`config.mk`:
```
export PLATFORM = sky130hd
export DESIGN_NAME = serial_port_regs
export DESIGN_NICKNAME = d
export VERILOG_FILES = /design/src/rtl/sp_pkg.sv /design/src/rtl/sp_rx_hold.sv /design/src/rtl/sp_irq_arb.sv /design/src/rtl/sp_msr_mux.sv /design/src/rtl/serial_port_regs.sv
export SDC_FILE = /design/constraint.sdc
export NUM_CORES = 1
export LEC_CHECK = 0
export BUFFER_PORTS_ARGS = -buffer_cell sky130_fd_sc_hd__buf_4
export CAP_MARGIN = 0
export CORE_MARGIN = 8
export CORE_UTILIZATION = 44
export CTS_CLUSTER_DIAMETER = 200
export DETAILED_ROUTE_END_ITERATION = 8
export PLACE_DENSITY_LB_ADDON = 0.2
export SKIP_LAST_GASP = 1
export SLEW_MARGIN = 20
export SYNTH_ARGS = -nofsm -noshare
export SYNTH_HDL_FRONTEND = slang
export SYNTH_SLANG_ARGS = --single-unit
```
`constraint.sdc`:
```
create_clock -name clk -period 1.8 [get_ports clk]
set_clock_uncertainty 0.2 [all_clocks]
set_input_delay 0.09 -clock clk [delete_from_list [all_inputs] [get_ports clk]]
set_output_delay 0.09 -clock clk [all_outputs]
set_load 0.005 [all_outputs]
```
`src/rtl/sp_pkg.sv`:
```
package sp_pkg;
  localparam int SP_DW   = 8;
  localparam int SP_AW   = 3;
  localparam int SP_DIVW = 2 * SP_DW;
  localparam int SP_MW   = 4;

  typedef enum logic [SP_AW-1:0] {
    RA_DATA = 3'd0,
    RA_IER  = 3'd1,
    RA_IIR  = 3'd2,
    RA_LCR  = 3'd3,
    RA_MCR  = 3'd4,
    RA_LSR  = 3'd5,
    RA_MSR  = 3'd6,
    RA_SCR  = 3'd7
  } reg_addr_e;

  localparam logic [SP_DW-1:0] IIR_NONE = 8'h01;
  localparam logic [SP_DW-1:0] IIR_TXE  = 8'h02;
  localparam logic [SP_DW-1:0] IIR_RXD  = 8'h04;
endpackage

```
`src/rtl/sp_rx_hold.sv`:
```
module sp_rx_hold
  import sp_pkg::*;
(
  input  logic             clk,
  input  logic             rst,
  input  logic             in_valid,
  input  logic [SP_DW-1:0] in_data,
  input  logic             in_break,
  input  logic             take,
  output logic [SP_DW-1:0] held,
  output logic             ready_flag,
  output logic             break_flag,
  output logic             can_accept
);
  logic accept;

  assign can_accept = !ready_flag;
  assign accept     = in_valid && can_accept;

  always_ff @(posedge clk) begin
    if (rst) begin
      held       <= '0;
      ready_flag <= 1'b0;
      break_flag <= 1'b0;
    end else if (accept) begin
      held       <= in_break ? '0 : in_data;
      ready_flag <= 1'b1;
      break_flag <= in_break;
    end else if (take) begin
      ready_flag <= 1'b0;
      break_flag <= 1'b0;
    end
  end

  AST_ACCEPT_SETS_READY: assert property (@(posedge clk) disable iff (rst)
    (in_valid && can_accept) |=> ready_flag);
  AST_TAKE_CLEARS: assert property (@(posedge clk) disable iff (rst)
    (take && !accept) |=> (!ready_flag && !break_flag));
endmodule

```
`src/rtl/sp_irq_arb.sv`:
```
module sp_irq_arb
  import sp_pkg::*;
(
  input  logic             data_ready,
  input  logic             tx_pending,
  input  logic             en_rx,
  input  logic             en_tx,
  output logic [SP_DW-1:0] code
);
  always_comb begin
    if (data_ready && en_rx)      code = IIR_RXD;
    else if (tx_pending && en_tx) code = IIR_TXE;
    else                          code = IIR_NONE;
  end
endmodule

```
`src/rtl/sp_msr_mux.sv`:
```
module sp_msr_mux
  import sp_pkg::*;
(
  input  logic             loop_en,
  input  logic [3:0]       ctrl,
  input  logic [SP_MW-1:0] pins,
  output logic [SP_DW-1:0] status
);
  logic [SP_MW-1:0] upper;

  assign upper  = loop_en ? {ctrl[3], ctrl[2], ctrl[0], ctrl[1]} : pins;
  assign status = {upper, {(SP_DW-SP_MW){1'b0}}};
endmodule

```
`src/rtl/serial_port_regs.sv`:
```
module serial_port_regs
  import sp_pkg::*;
(
  input  logic             clk,
  input  logic             rst,
  input  logic [SP_AW-1:0] bus_addr,
  input  logic [SP_DW-1:0] bus_wdata,
  input  logic             bus_wr,
  input  logic             bus_rd,
  output logic [SP_DW-1:0] bus_rdata,
  input  logic             rx_valid,
  input  logic [SP_DW-1:0] rx_data,
  input  logic             rx_break,
  output logic             rx_ready,
  output logic             tx_valid,
  output logic [SP_DW-1:0] tx_data,
  input  logic [SP_MW-1:0] modem_in,
  output logic             irq
);
  localparam int IER_W = 4;
  localparam int MCR_W = 5;

  logic [SP_DIVW-1:0] div_q;
  logic [IER_W-1:0]   ier_q;
  logic [SP_DW-1:0]   lcr_q;
  logic [MCR_W-1:0]   mcr_q;
  logic [SP_DW-1:0]   scr_q;
  logic               tx_pend;
  logic               irq_q;

  logic [SP_DW-1:0] rbr;
  logic             dr, bi;
  logic [SP_DW-1:0] iir_code;
  logic [SP_DW-1:0] msr_val;
  logic [SP_DW-1:0] lsr_val;
  logic [SP_DW-1:0] rd_mux;

  reg_addr_e ra;
  logic      dlab;
  logic      wr_thr, rd_rbr, rd_iir;

  assign ra     = reg_addr_e'(bus_addr);
  assign dlab   = lcr_q[SP_DW-1];
  assign wr_thr = bus_wr && (ra == RA_DATA) && !dlab;
  assign rd_rbr = bus_rd && (ra == RA_DATA) && !dlab;
  assign rd_iir = bus_rd && (ra == RA_IIR);

  sp_rx_hold u_rx (
    .clk        (clk),
    .rst        (rst),
    .in_valid   (rx_valid),
    .in_data    (rx_data),
    .in_break   (rx_break),
    .take       (rd_rbr),
    .held       (rbr),
    .ready_flag (dr),
    .break_flag (bi),
    .can_accept (rx_ready)
  );

  sp_irq_arb u_arb (
    .data_ready (dr),
    .tx_pending (tx_pend),
    .en_rx      (ier_q[0]),
    .en_tx      (ier_q[1]),
    .code       (iir_code)
  );

  sp_msr_mux u_msr (
    .loop_en (mcr_q[4]),
    .ctrl    (mcr_q[3:0]),
    .pins    (modem_in),
    .status  (msr_val)
  );

  // transmitter is modelled as instantaneous: holding and shift both empty
  assign lsr_val = {1'b0, 1'b1, 1'b1, bi, 3'b000, dr};

  always_ff @(posedge clk) begin
    if (rst) begin
      div_q    <= '0;
      ier_q    <= '0;
      lcr_q    <= '0;
      mcr_q    <= '0;
      scr_q    <= '0;
      tx_valid <= 1'b0;
      tx_data  <= '0;
    end else begin
      tx_valid <= 1'b0;
      if (bus_wr) begin
        unique case (ra)
          RA_DATA: begin
            if (dlab) div_q[SP_DW-1:0] <= bus_wdata;
            else begin
              tx_valid <= 1'b1;
              tx_data  <= bus_wdata;
            end
          end
          RA_IER: begin
            if (dlab) div_q[SP_DIVW-1:SP_DW] <= bus_wdata;
            else      ier_q <= bus_wdata[IER_W-1:0];
          end
          RA_LCR:  lcr_q <= bus_wdata;
          RA_MCR:  mcr_q <= bus_wdata[MCR_W-1:0];
          RA_SCR:  scr_q <= bus_wdata;
          default: ;
        endcase
      end
    end
  end

  always_ff @(posedge clk) begin
    if (rst)                                 tx_pend <= 1'b0;
    else if (wr_thr)                         tx_pend <= 1'b1;
    else if (rd_iir && iir_code == IIR_TXE)  tx_pend <= 1'b0;
  end

  always_comb begin
    unique case (ra)
      RA_DATA: rd_mux = dlab ? div_q[SP_DW-1:0] : rbr;
      RA_IER:  rd_mux = dlab ? div_q[SP_DIVW-1:SP_DW]
                             : {{(SP_DW-IER_W){1'b0}}, ier_q};
      RA_IIR:  rd_mux = iir_code;
      RA_LCR:  rd_mux = lcr_q;
      RA_MCR:  rd_mux = {{(SP_DW-MCR_W){1'b0}}, mcr_q};
      RA_LSR:  rd_mux = lsr_val;
      RA_MSR:  rd_mux = msr_val;
      RA_SCR:  rd_mux = scr_q;
      default: rd_mux = '0;
    endcase
  end

  always_ff @(posedge clk) begin
    if (rst) begin
      bus_rdata <= '0;
      irq_q     <= 1'b0;
    end else begin
      if (bus_rd) bus_rdata <= rd_mux;
      irq_q <= (iir_code != IIR_NONE);
    end
  end

  assign irq = irq_q;

  AST_THR_SENDS: assert property (@(posedge clk) disable iff (rst)
    wr_thr |=> (tx_valid && tx_data == $past(bus_wdata)));
  AST_TXE_READ_CLEARS: assert property (@(posedge clk) disable iff (rst)
    (rd_iir && tx_pend && ier_q[1] && !(dr && ier_q[0]) && !wr_thr) |=> !tx_pend);
  AST_IRQ_NEEDS_ENABLE: assert property (@(posedge clk) disable iff (rst)
    $rose(irq) |-> $past(ier_q[1:0] != 2'b00));
  AST_DLAB_NO_TX: assert property (@(posedge clk) disable iff (rst)
    (bus_wr && ra == RA_DATA && dlab) |=> !tx_valid);
endmodule

```
# Word-level counts from Yosys, hierarchy flattened
# Index checks and enable logic that the tools add are counted.
totals:
  reg_bits: 70
  in_bits: 29
  out_inout_bits: 19
  elab_cells: 61
op_classes:
  eq_ne: 9
  n_mux: 13
  bitwise: 3
  n_reduce_logical: 22
ops:
  columns: ["operator", "n"]
  rows:
  - ["$pmux 8 s8", 1]
  - ["$mux 8", 4]
  - ["$eq 3x3->1 const B", 4]
  - ["$reduce_and 3->1", 4]
  - ["$logic_and 1x1->1", 9]
  - ["$eq 8x2->1 const B", 1]
  - ["$ne 8x1->1 const B", 1]
  - ["$eq 3x2->1 const B", 2]
  - ["$mux 1", 6]
  - ["$reduce_and 2->1", 3]
  - ["$mux 4", 1]
  - ["$reduce_bool 2->1", 2]
  - ["$eq 3x1->1 const B", 1]
  - ["$logic_not 3->1", 1]
  - ["$not 1->1", 3]
  - ["$reduce_or 3->1", 1]
  - ["$logic_not 1->1", 2]
  - ["$mux 2", 1]

# Logic depth before layout (Yosys ltp)
# Gate-level depths: netlist (run 1).
depth:
  depth_word: 7
  ltp_mapped: 6
  ltp_nobuf: 4

# Hierarchy
# A second synthesis (run 1) with hierarchy kept.
hier_totals:
  cells_unflattened: 382
  area_unflattened_um2: 3419.5
modules_own_cells:
  columns: ["module", "instances", "cells_each", "area_per_inst_um2", "seq_area_each_um2"]
  rows:
  - ["serial_port_regs", 1, 318, 2855.2, 1201.2]
  - ["sp_rx_hold", 1, 45, 416.6, 200.2]
  - ["sp_msr_mux", 1, 9, 78.8, 0.0]
  - ["sp_irq_arb", 1, 10, 68.8, 0.0]

# Least setup slack after synthesis (run 1)
# Ideal clock, no wire load.
synth_path:
  kind: "reg2reg"
  startpoint: "register lcr_q[7]"
  endpoint: "register bus_rdata[2]"
  setup_ps: 116
  t_arrival_ps: 1161
  t_required_ps: 1484
  setup_slack_ps: 323
  stages_incl_launch_ff: 4
  n_path_buf: 0
  synth_period_minus_slack_ps: 1477
  path_cell_list: "dfxtp_1 -> mux2_2 -> a221o_1 -> a41o_1"
synth_via:
  elab_chain_len: 2
  word_cells_on_any_way: 3
  classes_between: "mux (3)"
synth_rtl:
  columns: ["element", "line", "text"]
  rows:
  - ["from (decl)", "serial_port_regs.sv:25", "logic [SP_DW-1:0] lcr_q;"]
  - ["from (signal assigned)", "serial_port_regs.sv:103", "RA_LCR: lcr_q <= bus_wdata;"]
  - ["$mux 8 (on tied branches)", "serial_port_regs.sv:121, serial_port_regs.sv:120", null]
  - ["$pmux 8 s8 (*)", "serial_port_regs.sv:119", "unique case (ra)"]
  - ["to (signal assigned)", "serial_port_regs.sv:138", "if (bus_rd) bus_rdata <= rd_mux;"]
  - ["to (decl)", "serial_port_regs.sv:10", "output logic [SP_DW-1:0] bus_rdata,"]
# Mark *: on every way between the ends. The rest lies on a longest branch, timed or not.
# A chain may end at the register's enable or synchronous reset.

# Worst setup path in the final report (run 1)
layout_path:
  startpoint: "register lcr_q[7]"
  endpoint: "register bus_rdata[1]"
# Same word-level chain as after synthesis.

==> results of run 1 <==
synth_stat cells (2+ instances only):
cell type and number:
nand2_1 46, clkbuf_1 9, o32ai_1 3, nor2_1 51, a21oi_1 30, buf_4 4, buf_1 4, nand2b_1 7
mux2_2 4, o22ai_1 2, dfxtp_1 70, nor3b_1 12, o221ai_1 2, a221oi_1 2, nand3_1 5, a41o_1 3
buf_6 2, o21ai_0 8, buf_2 6, mux2i_1 51, a311oi_1 2, a31oi_1 4, inv_1 6, nand3b_1 3
registers in the layout (all words and copies together) (netlist names):
register,flops
div_q,16
bus_rdata,8
lcr_q,8
scr_q,8
tx_data,8
u_rx.held,8
mcr_q,5
ier_q,4
irq,1
tx_pend,1
tx_valid,1
u_rx.break_flag,1
u_rx.ready_flag,1
worst max path at each step:
stage                              end       startpoint  slack, ps
after floorplan           bus_rdata[2]         lcr_q[7]        320
after global placement    bus_rdata[1]      bus_addr[2]         30
after detailed placement  bus_rdata[1]      bus_addr[2]         40
after CTS                 bus_rdata[1]         lcr_q[7]         40
after global routing      bus_rdata[1]  u_rx.ready_flag         80
final                     bus_rdata[1]         lcr_q[7]        140
cell families (layout without fill, tap and decap cells):
| family | Yosys count | after routing | share of synthesized area, % |
|---|---|---|---|
| AO/OA/AOI/OAI | 62 | 62 | 12.2 |
| multiplexers | 56 | 56 | 18.0 |
| AND/OR/NAND/NOR | 134 | 134 | 20.5 |
| buffers and inverters | 33 | 102 | 5.13 |
| flip-flops | 70 | 70 | 44.2 |
worst max-delay path, delay by kind of cell (launching register included):
family | cells | cell delay (ps)
mux | 1 | 270
flops | 1 | 430
compound gates | 3 | 630
what timing repair did:
item,CTS,global route
resized for setup,0,1
hold buffers,21,0
endpoints found under the hold margin,63,0
endpoints found under the setup margin,0,2
layout make-up:
class	count	area, sq um	area share, %
multi-input combinational	252	1610	39.8
tap	99	124	3.07
inverter	7	26.3	0.651
sequential	70	1400	34.7
timing repair buffer	79	646	16.0
clock buffer	11	151	3.75
clock inverter	5	81.3	2.01
placed cells by master, fill, tap and decap left out, types with 6 or more instances in the layout:
cell type / count
mux2i_1: 51
clkbuf_8: 11
a21oi_1: 30
dfxtp_1: 69
o21ai_0: 8
buf_4: 58
dlygate4sd3_1: 21
nand2b_1: 7
nor2_1: 51
nand2_1: 46
nor3b_1: 12
inv_1: 6
routing by layer:
metal | vias to the layer above | part of all wire (%)
met2 | 73 | 47
met3 | 10 | 5.9
li1 | 1366 | -
met5 | - | 0
met4 | 0 | 1.3
met1 | 1293 | 45
power by group:
| part | total (mW) | switching [mW] | internal [mW] |
|---|---|---|---|
| Clock | 1.46 | 0.608 | 0.855 |
| Combinational | 0.379 | 0.204 | 0.175 |
| Sequential | 1.61 | 0.0260 | 1.59 |
==> flow_summary_export.csv, run 1 <==
group,metric,value,unit
synthesis,netlist_area,3170,sq um
clock_tree,tritoncts,"built",
synthesis,yosysTopAreaCell,"dfxtp_1",
layout,final_cell_area,4040,sq um
layout,drive_gt1_share,20.5,%
global_route,grt.total_usage,19.0,%
die,die_y,101,microns
route,via_count,2742,
placed_design,placedInstanceArea,3590,sq um
global_route,grt_pass1_wl,14900,microns
clock_tree,cts.path.max_buffers,2,
layout,n_antenna_cell,0,
min_path,worstHoldEndpoint,"bus_rdata[5]",
route,dr.pass1.iters,4,
min_path,min_path_cells,3,
clock_tree,ctsHtreeMaxLevel,3,
global_route,use_met2,29.8,%
timing,worstMarginPinSlew,493,ps
route,vias_per_cell,5.24,
global_route,grt_max_degree,30,
critical_path,end_kind,"flop",
timing,setup_ws,138,ps
flow_run,cap_violations,0,
timing,finalHoldViolCount,0,
layout,final_util,56.9,%
critical_path,critPathArrivalTime,1680,ps
critical_path,reg2reg_depth,4,
timing,period_share,92.3,%
clock_tree,clock_sinks,70,
timing,fin_crit,1660,ps
layout,areaGrowthSynthToFinish,27.3,%
global_route,gr-max-usage-layer,"met2",
critical_path,path_cells,"mux2i_1, a221oi_1, a311oi_1, o32ai_1",
synthesis,synth_top_area_share,44.2,%
clock_tree,clk_pin_slew,70,ps
die,dieWidth,101,microns
timing,final-max-slew-violation-count,0,
synthesis,netlist_instances,355,
route,drtIter0Drc,196,
die,die_area,10200,sq um
synthesis,ys_ff_latch,70,
placed_design,place_inst,486,
placed_design,place_congestion,0.872,
synthesis,synth.avg_cell_area,8.93,sq um
global_route,antenna_found_initial,0,
synthesis,synth.net_count,384,
layout,final_nets,448,
route,routed_wl,9220,microns
critical_path,rr_startpoint,"lcr_q[7]",
critical_path,slowest_delay,430,ps
clock_tree,numCtsBuffers,9,
route,wl_per_cell,17.6,microns
placed_design,dp_hpwl,6640,microns
power_and_ir_drop,ir_drop,0.567,mV
critical_path,cp-start-kind,"flop",
min_path,hp-start,"bus_addr[1]",
placed_design,port_buffers,47,
synthesis,synth_edf_count,0,
die,ios,48,
run_status,status,"complete, no violations",
timing,setup_viol,0,
timing,hold_slack,40.6,ps
global_route,grt_use_met1,24.7,%
critical_path,slowest_stage,"dfxtp_2",
timing,max-slew-margin-rel,67.2,%
power_and_ir_drop,power.leakage,1.72,nW
layout,fin_cells,523,
synthesis,synth_flop_cell,"dfxtp_1",
clock_tree,cts_setup_buffers,0,
timing,finalSetupTns,0,ps
global_route,overflow,0,
route,drc,0,
synthesis,synth.area.top_cells,"dfxtp_1 (44%), mux2i_1 (16%), nor2_1 (6.0%), nand2_1 (5.4%), a21oi_1 (4.7%)",
synthesis,yosys_warnings,0,
synthesis,ys_seq_area_share,44.2,%
placed_design,preCtsSetupSlack,37.1,ps
route,antenna_left,0,
power_and_ir_drop,power_density,855,nW/um^2
clock_tree,cts-root-buf,"clkbuf_8",
die,start_util,44.7,%
global_route,met3_usage,4.83,%
synthesis,synthArstFlopShare,0,%
timing,fmax,602,MHz
die,rows,31,
critical_path,ff2ff_setup_slack,140,ps
die,core_area,7100,sq um
global_route,grt_pass1_vias,2730,
critical_path,r2r-end,"bus_rdata[1]",
layout,fillCellCount,656,
power_and_ir_drop,finalPower,3.45,mW
synthesis,synth_cell_types,43,
critical_path,path_class,"flop to flop",
critical_path,worstPathMaxFanout,8,
clock_tree,clock_latency,350,ps
timing,rsz0062_at_grt,"no",
min_path,hold_path_class,"input pin to flop",
critical_path,cp.required,1820,ps
Power figures use the tool's default switching activity.
==> run 2: changes to the inputs <==
MAX_ROUTING_LAYER = met4   (was not set)
==> flow_summary_export.csv, run 2 (synthesis gave the netlist of run 1 again) <==
group,metric,value,unit
run_status,status,"complete, no violations",
clock_tree,cts-root-buf,"clkbuf_8",
clock_tree,clock_latency,350,ps
route,antenna_left,0,
route,drc,0,
route,wl_per_cell,17.7,microns
clock_tree,cts_setup_buffers,0,
clock_tree,tritoncts,"built",
placed_design,place_congestion,0.880,
die,ios,48,
clock_tree,cts.path.max_buffers,2,
min_path,hold_path_class,"input pin to flop",
flow_run,cap_violations,0,
timing,fmax,615,MHz
timing,max-slew-margin-rel,69.1,%
timing,finalHoldViolCount,0,
global_route,antenna_found_initial,0,
global_route,grt_pass1_wl,14800,microns
global_route,met3_usage,4.28,%
layout,fillCellCount,653,
die,rows,31,
timing,period_share,90.3,%
clock_tree,clock_sinks,70,
clock_tree,ctsHtreeMaxLevel,3,
timing,final-max-slew-violation-count,0,
critical_path,cp.required,1820,ps
critical_path,critPathArrivalTime,1640,ps
layout,largest_register_ffs,16,
global_route,grt.total_usage,19.4,%
timing,finalSetupTns,0,ps
global_route,grt_use_met1,25.0,%
layout,areaGrowthSynthToFinish,25.1,%
layout,regArea,1400,sq um
placed_design,preCtsSetupSlack,35.9,ps
global_route,overflow,0,
critical_path,path_class,"flop to flop",
timing,setup_viol,0,
clock_tree,clk_pin_slew,70,ps
timing,fin_crit,1630,ps
route,drtIter0Drc,202,
timing,hold_slack,34.1,ps
placed_design,place_inst,486,
die,dieWidth,101,microns
layout,final_nets,448,
die,start_util,44.7,%
die,die_area,10200,sq um
power_and_ir_drop,power.leakage,1.68,nW
route,dr.pass1.iters,4,
timing,rsz0062_at_grt,"no",
route,vias_per_cell,5.24,
timing,worstMarginPinSlew,464,ps
critical_path,end_kind,"flop",
layout,top_register,"div_q",
layout,n_antenna_cell,0,
layout,final_common_cell,"dfxtp_1",
layout,multi_input_area,1610,sq um
layout,final_cell_area,3970,sq um
critical_path,worstPathMaxFanout,8,
die,core_area,7100,sq um
clock_tree,numCtsBuffers,9,
global_route,gr-max-usage-layer,"met2",
critical_path,cp-start-kind,"flop",
placed_design,placedInstanceArea,3590,sq um
placed_design,port_buffers,47,
route,via_count,2731,
layout,fin_cells,521,
layout,drive_gt1_share,20.1,%
power_and_ir_drop,power_density,779,nW/um^2
power_and_ir_drop,ir_drop,0.412,mV
placed_design,dp_hpwl,6520,microns
die,die_y,101,microns
global_route,use_met2,29.4,%
route,routed_wl,9200,microns
layout,mostFrequentLayoutCells,"dfxtp_1 (69), buf_4 (58), mux2i_1 (51), nor2_1 (51), nand2_1 (46)",
timing,setup_ws,175,ps
global_route,grt_pass1_vias,2730,
global_route,grt_max_degree,29,
[run 2: changes by cell type in the layout (fill, tap and decap cells not counted)]
| cell | change |
|---|---|
| clkbuf_8 | -1 |
| clkinv_2 | +1 |
| clkinvlp_4 | +1 |
| clkinv_4 | -1 |
| bufinv_16 | -2 |
[run 2: where the power goes]
part	switching (mW)	leakage [nW]	internal [mW]
clock network	0.584	0.0800	0.517
logic	0.204	1.03	0.175
registers	0.0259	0.568	1.59
total	0.814	1.68	2.28
[run 2: worst max-delay path, cell delays in order, from the launching register on]
cell	delay [ps]
dfxtp_2	440
buf_4	190
mux2_2	350
o21ai_0	210
o32ai_1	110
[run 2: path summary, 6_finish.rpt]
kind	start	to	slack [ps]	cells past startpoint
setup / recovery	lcr_q[7]	bus_rdata[5]	170	4
hold / removal	bus_addr[1]	bus_rdata[5]	30	3
setup reg to reg	lcr_q[7]	bus_rdata[5]	170	4
hold reg to reg	scr_q[0]	scr_q[0]	260	2
[run 2: repair_timing]
action	4_1_cts	5_1_grt
setup endpoints to repair	0	4
hold buffers	21	0
hold endpoints to repair	64	0
gates resized for setup	0	1
[run 2: per-layer routing]
layer  share of wire [%]  routed length [microns]
met1                  46                     4200
met2                  47                     4330
met3                 5.5                      505
met4                 1.8                      165
met5                   0                        0
[run 2: metrics by stage]
| stage | util, % | total power, mW |
|---|---|---|
| 4_1_cts | 55.9 | 3.11 |
| 6_report | 55.9 | 3.09 |
| 2_1_floorplan | - | 1.83 |
| 3_5_place_dp | 50.6 | 1.99 |
| 3_3_place_gp | 50.6 | 1.99 |
| 5_1_grt | 55.9 | 3.23 |
[run 2: final cells by class]
| cell class | count | share of cell area [%] |
|---|---|---|
| Clock buffer | 10 | 3.47 |
| Multi-Input combinational cell | 252 | 40.5 |
| Tap cell | 99 | 3.12 |
| Timing Repair Buffer | 79 | 16.3 |
| Clock inverter | 4 | 0.631 |
| Sequential cell | 70 | 35.3 |
| Inverter | 7 | 0.662 |
==> run 3: changes to the inputs <==
CORE_MARGIN = 2   (was 8)
clock period = 1.95 ns   (was 1.8 ns; I/O delays follow)
==> flow_summary_export.csv, run 3 (synthesis gave the netlist of run 1 again) <==
group,metric,value,unit
global_route,grt.total_usage,24.9,%
global_route,grt_max_degree,44,
layout,areaGrowthSynthToFinish,25.2,%
placed_design,preCtsSetupSlack,293,ps
power_and_ir_drop,power_density,761,nW/um^2
critical_path,crit_end,"bus_rdata[5]",
timing,rsz0062_at_grt,"no",
timing,setup_ws,240,ps
power_and_ir_drop,ir_drop,0.401,mV
power_and_ir_drop,p_sw,0.743,mW
layout,n_antenna_cell,0,
critical_path,path_class,"input pin to flop",
clock_tree,numCtsBuffers,9,
placed_design,port_buffers,47,
layout,mostFrequentLayoutCells,"dfxtp_1 (70), buf_4 (54), mux2i_1 (51), nor2_1 (51), nand2_1 (46)",
global_route,grt_pass1_wl,14000,microns
power_and_ir_drop,swShare,24.6,%
route,via_count,2753,
power_and_ir_drop,seqPwrFrac,49.2,%
critical_path,reg2reg_depth,4,
route,drtIter0Drc,165,
clock_tree,tritoncts,"built",
power_and_ir_drop,power.leakage,1.68,nW
die,dieWidth,88.9,microns
die,die_y,88.9,microns
timing,period_share,87.7,%
layout,drive_gt1_share,19.0,%
critical_path,end_kind,"flop",
critical_path,rr_startpoint,"lcr_q[7]",
power_and_ir_drop,p_int,2.28,mW
layout,largest_register_ffs,16,
timing,worstMarginPinSlew,584,ps
critical_path,cp.required,2000,ps
placed_design,dp_hpwl,6030,microns
timing,fin_crit,1710,ps
layout,top_register,"div_q",
critical_path,slowest_delay,540,ps
layout,final_cell_area,3970,sq um
timing,max-slew-margin-rel,61.1,%
power_and_ir_drop,finalPower,3.02,mW
power_and_ir_drop,clock_power_share,39.5,%
clock_tree,ctsHtreeMaxLevel,3,
die,die_area,7900,sq um
placed_design,placedInstanceArea,3560,sq um
layout,fillCellCount,634,
global_route,grt_pass1_vias,2656,
die,core_area,6870,sq um
layout,fin_cells,516,
min_path,hold_path_class,"input pin to flop",
power_and_ir_drop,combPwrFrac,11.3,%
die,rows,30,
critical_path,r2r-end,"bus_rdata[6]",
route,drc,0,
clock_tree,clock_sinks,70,
layout,final_util,57.8,%
timing,finalHoldViolCount,0,
timing,final-max-slew-violation-count,0,
route,dr.pass1.iters,4,
critical_path,path_cells,"dlygate4sd3_1, buf_4, nor2b_1, o21ai_0, o32ai_1",
route,wl_per_cell,17.2,microns
die,ios,48,
critical_path,critPathArrivalTime,1760,ps
critical_path,worstPathMaxFanout,43,
layout,final_nets,444,
clock_tree,cts.path.max_buffers,2,
timing,finalSetupTns,0,ps
clock_tree,clk_pin_slew,70,ps
clock_tree,cts-root-buf,"clkbuf_8",
clock_tree,postCtsResizedCells,0,
route,antenna_left,0,
die,start_util,46.2,%
critical_path,cp-start-kind,"input pin",
run_status,status,"complete, no violations",
layout,final_common_cell,"dfxtp_1",
flow_run,cap_violations,0,
placed_design,place_inst,479,
placed_design,place_congestion,0.889,
timing,fmax,585,MHz
route,routed_wl,8850,microns
route,vias_per_cell,5.34,
timing,hold_slack,52.4,ps
global_route,antenna_found_initial,0,
clock_tree,clock_latency,340,ps
critical_path,crit_start,"rst",
timing,setup_viol,0,
global_route,overflow,0,
critical_path,slowest_stage,"dlygate4sd3_1",
critical_path,ff2ff_setup_slack,320,ps
## run 3: changes by cell type in the layout (fill, tap and decap cells not counted)
cell / delta
buf_4: -4
clkbuf_1: +2
bufinv_16: +1
clkbuf_8: +1
clkinv_2: -1
clkinvlp_4: -1
dfxtp_1: +1
dfxtp_2: -1
## run 3: critical path: cells and delay by family
kind	cells	cell delay (ps)
compound gates	2	440
simple gates	1	400
buf+inv	2	810
## run 3: routing by layer
| layer | wire length (microns) | track usage (%) |
|---|---|---|
| met1 | 4080 | 31.8 |
| met2 | 4070 | 38.3 |
| met3 | 479 | 4.62 |
| met4 | 223 | 11.3 |
| met5 | 0 | - |
## run 3: worst min path at each step
| stage | to | slack, ps | cells after the start | startpoint |
|---|---|---|---|---|
| 5_1_grt | bus_rdata[5] | 70 | 3 | bus_addr[1] |
| 4_1_cts | bus_rdata[5] | 30 | 3 | bus_addr[1] |
| 6_report | bus_rdata[5] | 50 | 3 | bus_addr[1] |
| 3_5_place_dp | u_rx.break_flag | 200 | 3 | rx_valid |
| 3_3_place_gp | u_rx.break_flag | 190 | 3 | rx_valid |
| 2_1_floorplan | lcr_q[0] | 30 | 2 | bus_wdata[0] |
## run 3: repair_timing
action | in CTS | in global routing
setup buffers | 0 | 0
hold buffers | 21 | 0
hold endpoints to repair | 63 | 0
## run 3: area by class of cell
| type | instances | area [sq um] | share of cell area [%] |
|---|---|---|---|
| multi-input combinational | 252 | 1610 | 40.5 |
| sequential | 70 | 1400 | 35.3 |
| timing repair buffer | 75 | 616 | 15.5 |
| clock buffer | 13 | 159 | 4.00 |
| tap | 96 | 120 | 3.02 |
| clock inverter | 3 | 42.5 | 1.07 |
| inverter | 7 | 26.3 | 0.661 |
## run 3: power groups by stage
stage | clock [mW] | sequential, mW | combinational [mW]
CTS | 1.21 | 1.49 | 0.339
floorplan | 0 | 1.51 | 0.181
finish | 1.19 | 1.49 | 0.343
detailed placement | 0 | 1.52 | 0.304
global route | 1.26 | 1.49 | 0.375
global placement | 0 | 1.52 | 0.303
